$ cat src/rtl/fbdiv_pkg.sv
package fbdiv_pkg;
  localparam int unsigned CFG_BYTE_W = 8;

  typedef struct packed {
    logic [CFG_BYTE_W-1:0] pb_hi;
    logic [CFG_BYTE_W-1:0] pb_lo;
    logic [CFG_BYTE_W-1:0] odd;
  } fbdiv_cfg_t;
endpackage

$ cat src/rtl/fbdiv_field_asm.sv
module fbdiv_field_asm
  import fbdiv_pkg::*;
#(
  parameter int unsigned PB_W   = 10,
  parameter int unsigned PB_OFS = 4,
  parameter int unsigned RW     = 12
) (
  input  fbdiv_cfg_t    cfg,
  output logic [RW-1:0] ratio
);
  localparam int unsigned HI_BITS = PB_W - CFG_BYTE_W;

  logic [PB_W-1:0] base;
  logic            odd_bit;
  logic            unused_cfg_bits;

  // Only the owned bits are taken; charge-pump, reserved and reference-divider bits drop out.
  assign base            = {cfg.pb_hi[HI_BITS-1:0], cfg.pb_lo};
  assign odd_bit         = cfg.odd[CFG_BYTE_W-1];
  assign unused_cfg_bits = ^{cfg.pb_hi[CFG_BYTE_W-1:HI_BITS], cfg.odd[CFG_BYTE_W-2:0]};

  assign ratio = ((RW'(base) + RW'(PB_OFS)) << 1) | RW'(odd_bit);
endmodule

$ cat src/rtl/fbdiv_ratio_stage.sv
module fbdiv_ratio_stage #(
  parameter int unsigned RW        = 12,
  parameter int unsigned RATIO_MIN = 8,
  parameter int unsigned RATIO_MAX = 2055
) (
  input  logic          clk,
  input  logic          rst,
  input  logic          load,
  input  logic [RW-1:0] new_ratio,
  input  logic          wrap,
  output logic [RW-1:0] active_ratio
);
  logic [RW-1:0] pend_ratio;
  logic          pend_valid;

  always_ff @(posedge clk) begin
    if (rst) begin
      active_ratio <= RW'(RATIO_MIN);
      pend_ratio   <= '0;
      pend_valid   <= 1'b0;
    end else if (wrap) begin
      if (load)            active_ratio <= new_ratio;
      else if (pend_valid) active_ratio <= pend_ratio;
      pend_valid <= 1'b0;
    end else if (load) begin
      pend_ratio <= new_ratio;
      pend_valid <= 1'b1;
    end
  end

  p_hold_mid_period_r6: assert property (@(posedge clk) disable iff (rst)
    !wrap |=> $stable(active_ratio));

  p_same_edge_load_r7: assert property (@(posedge clk) disable iff (rst)
    (wrap && load) |=> (active_ratio == $past(new_ratio)));

  p_ratio_range_r2: assert property (@(posedge clk) disable iff (rst)
    (active_ratio >= RW'(RATIO_MIN)) && (active_ratio <= RW'(RATIO_MAX)));
endmodule

$ cat src/rtl/fbdiv_counter.sv
module fbdiv_counter #(
  parameter int unsigned RW = 12
) (
  input  logic          clk,
  input  logic          rst,
  input  logic [RW-1:0] ratio,
  output logic          wrap,
  output logic          clk_div,
  output logic          tc
);
  logic [RW-1:0] cnt;
  logic [RW-1:0] cnt_next;
  logic [RW-1:0] last_cnt;
  logic [RW-1:0] low_len;

  assign last_cnt = ratio - RW'(1);
  assign low_len  = (ratio + RW'(1)) >> 1;  // low phase takes the extra cycle of an odd ratio
  assign wrap     = (cnt == last_cnt);
  assign cnt_next = wrap ? '0 : cnt + RW'(1);

  always_ff @(posedge clk) begin
    if (rst) begin
      cnt     <= '0;
      clk_div <= 1'b0;
      tc      <= 1'b0;
    end else begin
      cnt     <= cnt_next;
      clk_div <= (cnt_next >= low_len);
      tc      <= (cnt_next == last_cnt);
    end
  end

  p_count_bound_r4: assert property (@(posedge clk) disable iff (rst)
    cnt < ratio);

  p_tc_in_high_r4: assert property (@(posedge clk) disable iff (rst)
    tc |-> clk_div);

  p_tc_single_r5: assert property (@(posedge clk) disable iff (rst)
    tc |=> !tc);

  p_fall_after_tc_r5: assert property (@(posedge clk) disable iff (rst)
    tc |=> !clk_div);

  p_reset_quiet_r8: assert property (@(posedge clk)
    $past(rst) |-> (!clk_div && !tc && (cnt == '0)));
endmodule

$ cat src/rtl/fbdiv_top.sv
module fbdiv_top
  import fbdiv_pkg::*;
#(
  parameter int unsigned PB_W   = 10,
  parameter int unsigned PB_OFS = 4
) (
  input  logic                  clk,
  input  logic                  rst,
  input  logic [CFG_BYTE_W-1:0] cfg_pb_hi,
  input  logic [CFG_BYTE_W-1:0] cfg_pb_lo,
  input  logic [CFG_BYTE_W-1:0] cfg_odd,
  input  logic                  cfg_load,
  output logic                  fb_clk,
  output logic                  fb_tc
);
  localparam int unsigned RATIO_MIN = 2 * PB_OFS;
  localparam int unsigned RATIO_MAX = 2 * ((1 << PB_W) - 1 + PB_OFS) + 1;
  localparam int unsigned RW        = $clog2(RATIO_MAX + 1);

  fbdiv_cfg_t    cfg;
  logic [RW-1:0] new_ratio;
  logic [RW-1:0] active_ratio;
  logic          wrap;

  assign cfg = '{pb_hi: cfg_pb_hi, pb_lo: cfg_pb_lo, odd: cfg_odd};

  fbdiv_field_asm #(.PB_W(PB_W), .PB_OFS(PB_OFS), .RW(RW)) i_field_asm (
    .cfg   (cfg),
    .ratio (new_ratio)
  );

  fbdiv_ratio_stage #(.RW(RW), .RATIO_MIN(RATIO_MIN), .RATIO_MAX(RATIO_MAX)) i_ratio_stage (
    .clk          (clk),
    .rst          (rst),
    .load         (cfg_load),
    .new_ratio    (new_ratio),
    .wrap         (wrap),
    .active_ratio (active_ratio)
  );

  fbdiv_counter #(.RW(RW)) i_counter (
    .clk     (clk),
    .rst     (rst),
    .ratio   (active_ratio),
    .wrap    (wrap),
    .clk_div (fb_clk),
    .tc      (fb_tc)
  );
endmodule

$ cat config.mk
export PLATFORM = sky130hd
export DESIGN_NAME = fbdiv_top
export DESIGN_NICKNAME = d
export VERILOG_FILES = /design/src/rtl/fbdiv_pkg.sv /design/src/rtl/fbdiv_field_asm.sv /design/src/rtl/fbdiv_ratio_stage.sv /design/src/rtl/fbdiv_counter.sv /design/src/rtl/fbdiv_top.sv
export SDC_FILE = /design/constraint.sdc
export NUM_CORES = 1
export LEC_CHECK = 0
export BUFFER_PORTS_ARGS = -buffer_cell sky130_fd_sc_hd__buf_4
export CORE_MARGIN = 2
export CORE_UTILIZATION = 29
export DETAILED_ROUTE_END_ITERATION = 7
export REMOVE_ABC_BUFFERS = 1
export SLEW_MARGIN = 20
export SYNTH_ARGS = -nofsm -noshare
export SYNTH_HDL_FRONTEND = slang
export SYNTH_SLANG_ARGS = --single-unit
$ cat constraint.sdc
create_clock -name clk -period 5.5 [get_ports clk]
set_input_delay 1.1 -clock clk [delete_from_list [all_inputs] [get_ports clk]]
set_output_delay 1.1 -clock clk [all_outputs]
set_load 0.01 [all_outputs]
; After elaboration in Yosys (flattened, before gate mapping)
; Index checks and enable logic that the tools add are counted.
[totals]
ff_bits = 39
inputBits = 27
output_inout_bits = 2
word_cells = 22
[classes]
add_sub_neg = 4
n_lt_le_gt_ge = 1
eq_ne = 2
mux = 3
bitwise = 2
reduce_logical = 4
[op_table]
columns = op, n
row1 = $mux W12, 3
row2 = $add A12 B1 Y12 const B, 2
row3 = $eq A12 B12 Y1, 2
row4 = $ge A12 B11 Y1, 1
row5 = $or A12 B1 Y12, 1
row6 = $sub A12 B1 Y12 const B, 1
row7 = $add A10 B3 Y11 const B, 1
row8 = $reduce_and A2 Y1, 2
row9 = $reduce_bool A2 Y1, 1
row10 = $reduce_or A2 Y1, 1
row11 = $not A1 Y1, 1

; Longest topological paths before layout
[depth]
ltp_word = 4
ltp_mapped = 18
depth_no_buf = 16

; Hierarchy
; From an unflattened synthesis, not the netlist that was laid out.
[unflattened]
hier_cells = 357
hier_area_um2 = 3084.2
[modules_own_cells]
columns = module, n_inst, cells_each, area_each_um2, seq_area_each_um2
row1 = fbdiv_counter, 1, 225, 1861.8, 280.3
row2 = fbdiv_ratio_stage, 1, 111, 1076.0, 500.5
row3 = fbdiv_field_asm, 1, 21, 146.4, 0.0

; Worst setup path before layout
; No wires, ideal clock.
[synth_path]
path_type = reg2reg
from = register i_ratio_stage.active_ratio[0]
to = register i_counter.clk_div
setup_time_ns = 0.120
t_arrival_ns = 3.669
t_required_ns = 5.380
slack_ns = 1.712
stages_incl_launch_ff = 17
path_buffers = 3
period_less_slack_ns = 3.788
cell_sequence = dfxtp_1 -> buf_6 -> or4_4 -> or4_4 -> a311oi_1 -> o2111a_2 -> and3_1 -> buf_4 -> buf_2 -> nor2_1 -> ha_1 -> a21oi_1 -> o21ai_0 -> nand3_1 -> nand2_1 -> maj3_1 -> a211o_1
[synth_via]
elab_chain_len = 4
word_cells_on_any_way = 5
cone_classes = 2 x add/sub / 1 x order compare / 1 x eq/ne / 1 x mux
[synth_lines]
columns = element, line_no
row1 = from (decl), fbdiv_ratio_stage.sv:11  ; output logic [RW-1:0] active_ratio
row2 = from (signal assigned), fbdiv_ratio_stage.sv:18  ; active_ratio <= RW'(RATIO_MIN);
row3 = from (signal assigned), fbdiv_ratio_stage.sv:22  ; if (load) active_ratio <= new_ratio;
row4 = from (signal assigned), fbdiv_ratio_stage.sv:23  ; else if (pend_valid) active_ratio <= pend_ratio;
row5 = $sub A12 B1 Y12, fbdiv_counter.sv:16  ; assign last_cnt = ratio - RW'(1);
row6 = $eq A12 B12 Y1, fbdiv_counter.sv:18  ; assign wrap = (cnt == last_cnt);
row7 = $mux W12, fbdiv_counter.sv:19  ; assign cnt_next = wrap ? '0 : cnt + RW'(1);
row8 = via i_counter.cnt_next[3], fbdiv_counter.sv:12  ; logic [RW-1:0] cnt_next;
row9 = $ge A12 B11 Y1, fbdiv_counter.sv:28  ; clk_div <= (cnt_next >= low_len);
row10 = to (signal assigned), fbdiv_counter.sv:28
row11 = to (decl), fbdiv_counter.sv:8  ; output logic clk_div,
; The timed path passes the listed nets, and every way through them passes these cells.
; A chain may end at the register's enable or synchronous reset.

; Worst setup path after layout
; Same ends and word-level chain as after synthesis.

==> results by group <==
STA
  – Final setup skew: 0.0122 ns
  – Total Negative Setup Slacks: 0 ns
  – Finish-stage setup viols: 0
  – Unrepaired setup endpoints after global routing: false
  – Max transition margin: 45.3%
  – Number of slew-limit violations in the final report: 0
  – Number of hold-slack violations in the final timing report: 0
  – Fmax: 0.222 GHz
  – Final cycle utilization of the critical path: 81.8%
  – Transition time at the pin with the least slew margin: 0.808 ns
  – Final worst path period need: 4.50 ns

Routing
  – First-pass iteration count of the detailed router: 5
  – Detail Route met3 WL: 495 um
  – Routed via count: 3049
  – Top sig layer: met4
  – Routed length per instance: 15.8 um
  – Met2 WL post-DR: 4070 um
  – Number of DRC markers in iteration 0: 142
  – M1 wire length: 3930 um
  – Avg Vias per Cell: 5.62
  – Drc violations: 0
  – Total wirelength of the detailed-routed design: 8610 um
  – Number of nets with antenna violations after routing: 0

Synthesis
  – Avg Cell Area, Syn: 7.76 um2
  – Area of the mapped netlist: 3230 um2
  – Cell types occupying the most area after synthesis: sky130_fd_sc_hd__dfxtp_1 (24%), sky130_fd_sc_hd__xnor2_1 (7.1%), sky130_fd_sc_hd__nor2_1 (6.6%)
  – Fraction of the yosys area taken by sequential cells: 24.2%
  – Prevailing post-synth register cell: sky130_fd_sc_hd__dfxtp_1
  – Number of distinct library cell variants in the gate-level netlist after synthesis: 63
  – Area share of the largest cell type after synthesis: 24.2%
  – Async set or reset register ratio after synthesis: 0%
  – Post-synth EDFFs: 0
  – Yosys warnings: 0
  – Cell taking the most area after synthesis: sky130_fd_sc_hd__dfxtp_1
  – Flip-flop and latch count after synthesis: 39
  – Number of instances in the synthesized netlist: 416

Flow run
  – Max-cap violations: 0

Clock tree
  – TritonCTS clock tree: built
  – Reg clk slew, reported paths: 0.09 ns
  – Sinks on the clock net: 39
  – Post-CTS Hold Fix Bufs: 0
  – Post CTS Setup Buffer Count: 0
  – CTS-repair resized insts: 0
  – Worst-skew pair later-pin latency: 0.31 ns
  – Cell at the root of the clock tree: sky130_fd_sc_hd__clkbuf_8
  – CTS H-tree lvls: 2
  – TritonCTS buffer count: 5
  – Bufs on Longest Clock Path: 2

Cells and area
  – Ratio of cells with drive above 1 in the final layout: 9.93%
  – Most used cells in the layout excluding fill and tap cells: sky130_fd_sc_hd__nor2_1 (57), sky130_fd_sc_hd__dfxtp_1 (39), sky130_fd_sc_hd__xnor2_1 (26), sky130_fd_sc_hd__nand3_1 (22), sky130_fd_sc_hd__xor2_1 (21)
  – Area growth from synthesis to layout: 6.71%
  – Diodes inserted: 0
  – Most common cell after layout, fill and taps aside: sky130_fd_sc_hd__nor2_1
  – Nets@finish: 444
  – Count of non-filler cells in the finished layout: 543

Pwr
  – Switching share of power: 30.4%
  – Power density over the cells: 173 nW/um2
  – Total Power Consumption: 597 uW
  – Fraction of power consumed by sequential logic: 50.6%
  – Combinational Power Share: 14.7%
  – Clock share of power: 34.7%
  – Leak pwr: 0.00124 uW
  – Int Power: 415 uW
  – VDD IR max: 0.0732 mV
  – Total net switching power: 182 uW

Place
  – IO Port Bufs: 15
  – Cell count after placement: 536
  – GP Congestion: 0.883
  – Post-DP HPWL: 6060 um

Die
  – Die Area: 12000 um2
  – Total I/O pin count: 29
  – Effective utilization at floorplan: 29.8%
  – Die boundary height: 110 um
  – Die extent in x: 110 um
  – Area of the core: 10800 um2
  – Rows: 38

Global routing
  – GRT Resource Usage Total: 15.2%
  – Initial antenna violation count: 0
  – Pin count of the biggest net entering global routing: 44
  – Number of global-route vias before repair: 2882
  – Global route overflow: 0
  – Wire length of the first global-routing pass: 14400 um

Min path
  – Class of the worst hold path: reg2reg

Worst setup path
  – Max stage delay on crit path: 0.69 ns
  – R2R setup slack: 1.0 ns
  – Crit path max fanout: 13
  – Critical path startpoint category: flip-flop
  – Data required time at the worst endpoint: 5.71 ns
  – Class of the most critical setup path: reg2reg
  – Reg2reg path depth: 15
  – Logic depth of the worst path, buffers included: 15
  – Worst flop-to-flop path startpoint: i_ratio_stage.active_ratio[0]$_SDFFE_PP0P_
  – CP Buf/Inv Count: 1
  – Arrival time worst endpoint: 4.71 ns
  – Chain of cells forming the critical path: inv_1 > ha_1 > nor4b_1 > a21oi_1 > a221o_1 > nor4_2 > and3_1 > nor2_1 > ha_1 > a21oi_1 > o21ai_0 > nand3_1 > nand2_1 > maj3_1 > a211o_1
  – Family of cells with the greatest summed delay on the critical path: simple AND/OR/NAND/NOR gates
  – Cell with the largest stage delay on the worst path: sky130_fd_sc_hd__nor4b_1
  – Crit path capture: i_counter.clk_div$_SDFF_PP0_
  – Worst Setup SP: i_ratio_stage.active_ratio[0]$_SDFFE_PP0P_
  – Element type at the critical path end: flip-flop
  – Worst reg2reg endpoint: i_counter.clk_div$_SDFF_PP0_

Run status
  – Status: finished clean
logic make-up after synthesis:
| kind of cell | count (synthesis) | share of synthesized area [%] |
|---|---|---|
| xor+xnor | 49 | 14.0 |
| mux | 4 | 1.24 |
| flops | 39 | 24.2 |
| simple gates | 156 | 24.7 |
| compound gates | 99 | 22.7 |
| buf+inv | 54 | 7.44 |
| fa+ha+maj | 15 | 5.74 |
per-stage QoR:
stage	setup slack (ns)	hold slack (ns)	util, %	area, um2
after floorplan	0.870	0.442	-	3040
after global placement	1.08	0.460	31.0	3360
after detailed placement	1.05	0.473	31.0	3360
after CTS	1.01	0.485	31.8	3440
after global routing	0.688	0.510	31.8	3440
final	1.00	0.488	31.8	3440
worst min-delay path by stage:
| stage | from | end | slack [ns] | cells after the start |
|---|---|---|---|---|
| finish | i_ratio_stage.pend_ratio[1]$_SDFFE_PP0P_ | i_ratio_stage.pend_ratio[1]$_SDFFE_PP0P_ | 0.49 | 2 |
| global route | i_ratio_stage.pend_ratio[1]$_SDFFE_PP0P_ | i_ratio_stage.pend_ratio[1]$_SDFFE_PP0P_ | 0.51 | 2 |
| CTS | i_ratio_stage.pend_ratio[1]$_SDFFE_PP0P_ | i_ratio_stage.pend_ratio[1]$_SDFFE_PP0P_ | 0.49 | 2 |
| detailed placement | i_ratio_stage.pend_ratio[1]$_SDFFE_PP0P_ | i_ratio_stage.pend_ratio[1]$_SDFFE_PP0P_ | 0.47 | 2 |
| global placement | i_ratio_stage.pend_ratio[1]$_SDFFE_PP0P_ | i_ratio_stage.pend_ratio[1]$_SDFFE_PP0P_ | 0.46 | 2 |
| floorplan | i_ratio_stage.pend_ratio[1]$_SDFFE_PP0P_ | i_ratio_stage.pend_ratio[1]$_SDFFE_PP0P_ | 0.44 | 2 |
registers in the layout, indices dropped and copies added, names as in the netlist:
register / flops
i_counter.cnt: 12
i_counter.tc: 1
i_ratio_stage.active_ratio: 12
i_ratio_stage.pend_valid: 1
i_counter.clk_div: 1
i_ratio_stage.pend_ratio: 12
Yosys cell counts (all sizes together), types with 2 or more instances:
cell type,n
nor4,6
nand2,18
nor3,7
o21ai,22
a2bb2oi,2
nand2b,5
a2111oi,2
mux2i,4
xnor2,27
and4,6
nand3,22
nor2b,6
xor2,21
a31oi,5
or4,3
nor4b,2
ha,14
o2111a,2
buf,17
clkbuf,22
and3,7
o211ai,2
a311oi,13
nor2,57
nand4,8
a21oi,20
dfxtp,39
and2,3
a211oi,7
o31ai,2
a221o,2
inv,15
or3,2
or4b,2
a41oi,8
worst min-delay path: stages (launching register included):
cell and delay (ns):
sky130_fd_sc_hd__dfxtp_1 0.32, sky130_fd_sc_hd__o21ai_0 0.07, sky130_fd_sc_hd__a21oi_1 0.06
area by class of cell:
class	instances	area, um2
fill	1186	7400
tap	140	175
clock buffer	5	68.8
timing repair buffer	19	143
multi-input combinational	323	2210
sequential	39	781
inverter	15	56.3
clock inverter	2	13.8
power groups by stage:
stage	Sequential (uW)	Combinational [uW]	Clock (uW)
2_1_floorplan	305	54.3	0
3_3_place_gp	308	84.6	0
3_5_place_dp	309	86.9	0
4_1_cts	302	87.4	208
5_1_grt	304	97.6	222
6_report	302	87.7	207
metal layers:
layer	global-route usage, %	vias up
met5	0	-
met4	3.89	0
met3	2.13	14
met2	24.9	107
met1	20.8	1439
li1	-	1489
Note: power is estimated with default switching activity, not from simulation.
